<file path="src/rtl/piso_pkg.sv">
package piso_pkg;

    // Operation applied to every stage on the next rising edge
    typedef enum logic [1:0] {
        OP_HOLD  = 2'd0,
        OP_LOAD  = 2'd1,
        OP_SHIFT = 2'd2
    } op_e;

endpackage

</file>
<file path="src/rtl/piso_ctrl.sv">
module piso_ctrl
    import piso_pkg::*;
(
    input  logic ld_n,
    input  logic inh,
    output op_e  op
);

    // Load dominates; inhibit is OR-ed with the clock and only gates shifting
    always_comb begin
        if (!ld_n) begin
            op = OP_LOAD;
        end else if (inh) begin
            op = OP_HOLD;
        end else begin
            op = OP_SHIFT;
        end
    end

endmodule

</file>
<file path="src/rtl/piso_stage.sv">
module piso_stage
    import piso_pkg::*;
(
    input  logic clk,
    input  logic rst_n,
    input  op_e  op,
    input  logic par_bit,
    input  logic prev_bit,
    output logic bit_o
);

    typedef struct packed {
        logic val;
    } stage_t;

    stage_t st_d, st_q;

    always_comb begin
        st_d = st_q;
        unique case (op)
            OP_LOAD:  st_d.val = par_bit;
            OP_SHIFT: st_d.val = prev_bit;
            default:  st_d.val = st_q.val;
        endcase
    end

    always_ff @(posedge clk or negedge rst_n) begin
        if (!rst_n) begin
            st_q <= '0;
        end else begin
            st_q <= st_d;
        end
    end

    assign bit_o = st_q.val;

    AST_STAGE_LOAD: assert property (@(posedge clk) disable iff (!rst_n)
        (op == OP_LOAD) |=> (bit_o == $past(par_bit)));
    AST_STAGE_SHIFT: assert property (@(posedge clk) disable iff (!rst_n)
        (op == OP_SHIFT) |=> (bit_o == $past(prev_bit)));
    AST_STAGE_HOLD: assert property (@(posedge clk) disable iff (!rst_n)
        (op == OP_HOLD) |=> $stable(bit_o));

endmodule

</file>
<file path="src/rtl/piso_shreg.sv">
module piso_shreg
    import piso_pkg::*;
#(
    parameter int WIDTH = 8
) (
    input  logic             clk,
    input  logic             rst_n,
    input  logic             ld_n,
    input  logic             inh,
    input  logic [WIDTH-1:0] par_in,
    input  logic             ser_in,
    output logic             ser_out,
    output logic             ser_out_n
);

    localparam int LAST = WIDTH - 1;

    op_e              op;
    logic [WIDTH:0]   chain;

    piso_ctrl u_ctrl (
        .ld_n (ld_n),
        .inh  (inh),
        .op   (op)
    );

    // chain[0] feeds the first stage; chain[i+1] is stage i
    assign chain[0] = ser_in;

    for (genvar gi = 0; gi < WIDTH; gi++) begin : g_stage
        piso_stage u_stage (
            .clk      (clk),
            .rst_n    (rst_n),
            .op       (op),
            .par_bit  (par_in[gi]),
            .prev_bit (chain[gi]),
            .bit_o    (chain[gi+1])
        );
    end

    assign ser_out   = chain[WIDTH];
    assign ser_out_n = ~chain[WIDTH];

    AST_LOAD_OVER_INH: assert property (@(posedge clk) disable iff (!rst_n)
        (!ld_n && inh) |=> (ser_out == $past(par_in[LAST])));
    AST_INH_FREEZE: assert property (@(posedge clk) disable iff (!rst_n)
        (ld_n && inh) |=> $stable(ser_out));
    AST_SHIFT_ORDER: assert property (@(posedge clk) disable iff (!rst_n)
        (ld_n && !inh) |=> (ser_out == $past(g_stage[LAST-1].u_stage.bit_o)));

endmodule

</file>
<file path="config.mk">
export PLATFORM = sky130hd
export DESIGN_NAME = piso_shreg
export DESIGN_NICKNAME = d
export VERILOG_FILES = /design/src/rtl/piso_pkg.sv /design/src/rtl/piso_ctrl.sv /design/src/rtl/piso_stage.sv /design/src/rtl/piso_shreg.sv
export SDC_FILE = /design/constraint.sdc
export NUM_CORES = 1
export LEC_CHECK = 0
export BUFFER_PORTS_ARGS = -buffer_cell sky130_fd_sc_hd__clkbuf_2
export CAP_MARGIN = 20
export CORE_AREA = 4 4 41 43
export DETAILED_ROUTE_END_ITERATION = 12
export DIE_AREA = 0 0 45 47
export GPL_ROUTABILITY_DRIVEN = 0
export SETUP_SLACK_MARGIN = 0.05
export SYNTH_ARGS = -nofsm -noshare
export SYNTH_HDL_FRONTEND = slang
export SYNTH_SLANG_ARGS = --single-unit
export TNS_END_PERCENT = 100
</file>
<file path="constraint.sdc">
create_clock -name clk -period 0.8 [get_ports clk]
set_input_delay 0.04 -clock clk [delete_from_list [all_inputs] [get_ports clk]]
set_output_delay 0.04 -clock clk [all_outputs]
set_load 0.03 [all_outputs]
</file>
==> flow_metrics.py <==
metrics = {
    "floorplanning": {
        "die-width_um": 45,
        "core_um2": 1300,
        "io_pins": 15,
        "num_rows": 13,
        "start_util": 0.298,
        "die_y_um": 47,
        "die_area_um2": 2120,
    },
    "cts": {
        "cts_tree": "built",
        "clk_latency_ns": 0.26,
        "clock_path_buffers": 2,
        "clk_pin_slew_ns": 0.06,
        "clock-sinks": 8,
        "cts-buffers-inserted": 3,
        "root_buffer": "clkbuf_4",
        "post_cts_buffers": 0,
        "cts_max_level": 1,
    },
    "sta": {
        "period_minus_slack_ns": 0.889,
        "rsz0062_at_grt": "yes",
        "hold_ws_ns": 0.0180,
        "fin_ws_ns": -0.0890,
        "drv_slew": 0,
        "finalClockSkew_ns": 0.00915,
        "slew-limit-headroom": 0.805,
        "timing.final.crit_share": 1.11,
        "hold_viol": 0,
        "clock.fmax_mhz": 1120,
        "setup_violations": 2,
        "worstMarginPinSlew_ns": 0.292,
    },
    "synthesis": {
        "synth_seq_cells": 8,
        "syn_area_per_cell_um2": 10.8,
        "synth_cells": 36,
        "synth_cell_type_count": 8,
        "synth_nets": 49,
        "syn-cell-area_um2": 388,
        "synth_warnings": 0,
        "yosysSeqAreaShare": 0.516,
    },
    "grt": {
        "grt_pass1_vias": 302,
        "track_usage": 0.0798,
        "grt_overflow": 0,
        "grt_pass1_wl_um": 1210,
        "antenna_found_initial": 0,
        "grt_max_degree": 17,
    },
    "critical_path": {
        "arrival_ns": 0.85,
        "crit_slowest_cell": "dfrtp_2",
        "path_max_fanout": 3,
        "crit_chain": "clkbuf_4",
        "startpoint_type": "register",
        "path_delay_family": "flip-flops",
        "crit_buf_inv": 1,
        "critical_path_required_ns": 0.76,
        "path_class": "reg -> out",
        "critPathMaxStageDelay_ns": 0.41,
        "cp-end-kind": "output port",
    },
    "drt": {
        "dr_total_vias": 293,
        "routed_wl_um": 699,
        "first_pass_iters": 4,
        "viasPerCell": 4.37,
        "first_iter_violations": 4,
        "drc": 0,
        "ant_nets": 0,
        "wl_per_cell_um": 10.4,
    },
    "layout": {
        "nFillCells": 144,
        "ff_latch_area_um2": 201,
        "syn_to_final_growth_pct": 28.1,
        "layout-drive-gt1-share": 0.385,
        "multi_input_area_um2": 154,
        "diodes": 0,
        "final_nets": 66,
        "largest_reg_flops": 8,
        "final_area_um2": 497,
    },
    "pwr": {
        "ir_worst_vdd_uv": 866,
        "p_sw_uw": 257,
        "p_int_uw": 727,
        "power.density_nw_per_um2": 1980,
        "p_sw_frac": 0.261,
        "power.leakage_nw": 0.249,
        "pwr-share-comb": 0.183,
        "clkPwrFrac": 0.338,
        "p_seq_frac": 0.479,
        "p_total_uw": 983,
    },
    "hold_path": {
        "hp-class": "in -> reg",
    },
    "placement": {
        "hpwl_um": 538,
        "port_buffers": 14,
        "placed_area_um2": 448,
    },
    "run": {
        "cap_violations": 0,
    },
    "run_status": {
        "status": "complete, but fails checks",
        "violations": "setup timing",
    },
}
synthesized netlist by cell type:
cell | instances | share of area
nor2_1 | 8 | 0.077
a21oi_2 | 1 | 0.023
inv_1 | 1 | 0.0097
buf_6 | 2 | 0.058
dfrtp_1 | 8 | 0.52
a21oi_1 | 7 | 0.090
buf_4 | 1 | 0.019
mux2i_1 | 8 | 0.21
power groups by stage:
stage | logic (mW) | registers [mW] | clock network (mW)
finish | 0.180 | 0.471 | 0.332
global route | 0.204 | 0.478 | 0.364
CTS | 0.180 | 0.471 | 0.347
detailed placement | 0.164 | 0.478 | 0
global placement | 0.162 | 0.477 | 0
floorplan | 0.110 | 0.482 | 0
path summary, 6_finish.rpt:
kind / from / to / slack, ns / depth (start not counted)
setup / recovery: g_stage[7].u_stage.bit_o$_DFFE_PN0P_ / ser_out / -0.09 / 1
setup reg to reg: g_stage[3].u_stage.bit_o$_DFFE_PN0P_ / g_stage[4].u_stage.bit_o$_DFFE_PN0P_ / 0.04 / 2
hold reg to reg: g_stage[2].u_stage.bit_o$_DFFE_PN0P_ / g_stage[3].u_stage.bit_o$_DFFE_PN0P_ / 0.55 / 2
min in group asynchronous: rst_n / g_stage[3].u_stage.bit_o$_DFFE_PN0P_ / 0.17 / 2
max in group asynchronous: rst_n / g_stage[7].u_stage.bit_o$_DFFE_PN0P_ / 0.44 / 2
hold / removal: par_in[6] / g_stage[6].u_stage.bit_o$_DFFE_PN0P_ / 0.02 / 3
layout by cell type, fill, tap and decap left out:
master / netlist / final
a21oi_1: 7 / 7
a21oi_2: 1 / 1
buf_8: 0 / 1
clkbuf_1: 0 / 1
clkbuf_2: 0 / 12
clkbuf_4: 0 / 4
dfrtp_1: 8 / 7
dfrtp_2: 0 / 1
dlygate4sd3_1: 0 / 1
inv_2: 0 / 1
mux2i_1: 8 / 8
nor2_1: 8 / 8
worst min-delay path, stage by stage:
cell,delay [ns]
clkbuf_2,0.08
nor2_1,0.07
a21oi_1,0.05
final cells by class:
type,count,area share
clock buffer,4,0.0529
inverter,1,0.00756
multi-input combinational,24,0.310
sequential,8,0.406
tap,15,0.0378
timing repair buffer,15,0.186
timing repair:
item | in CTS | in global routing
hold buffers | 1 | 0
pin swaps | 2 | 6
resized for setup | 4 | 1
endpoints found under the hold margin | 8 | 0
setup endpoints to repair | 3 | 9
per-layer routing:
layer / track usage / vias up / part of all wire
met2: 0.116 / 13 / 0.44
met4: 0.0351 / 0 / 0
met5: 0 / - / 0
met3: 0.0345 / 0 / 0.089
li1: - / 152 / -
met1: 0.103 / 128 / 0.47
kinds of logic after synthesis:
logic type             Yosys count  synth area share
AOI/OAI and AO/OA                8             0.113
muxes                            8             0.206
DFF                              8             0.516
and+or+nand+nor                  8            0.0774
buffers and inverters            4            0.0871
stage by stage:
stage               setup WS [ns]  std cells  TNS (ns)  utilization
finish                    -0.0890         67    -0.170        0.382
global route               -0.122         67    -0.280        0.382
CTS                        -0.110         67    -0.209        0.381
detailed placement         0.0448         62         0        0.344
global placement           0.0646         62         0        0.344
floorplan                 0.00836         36         0            -
(Power assumes the default switching activity.)
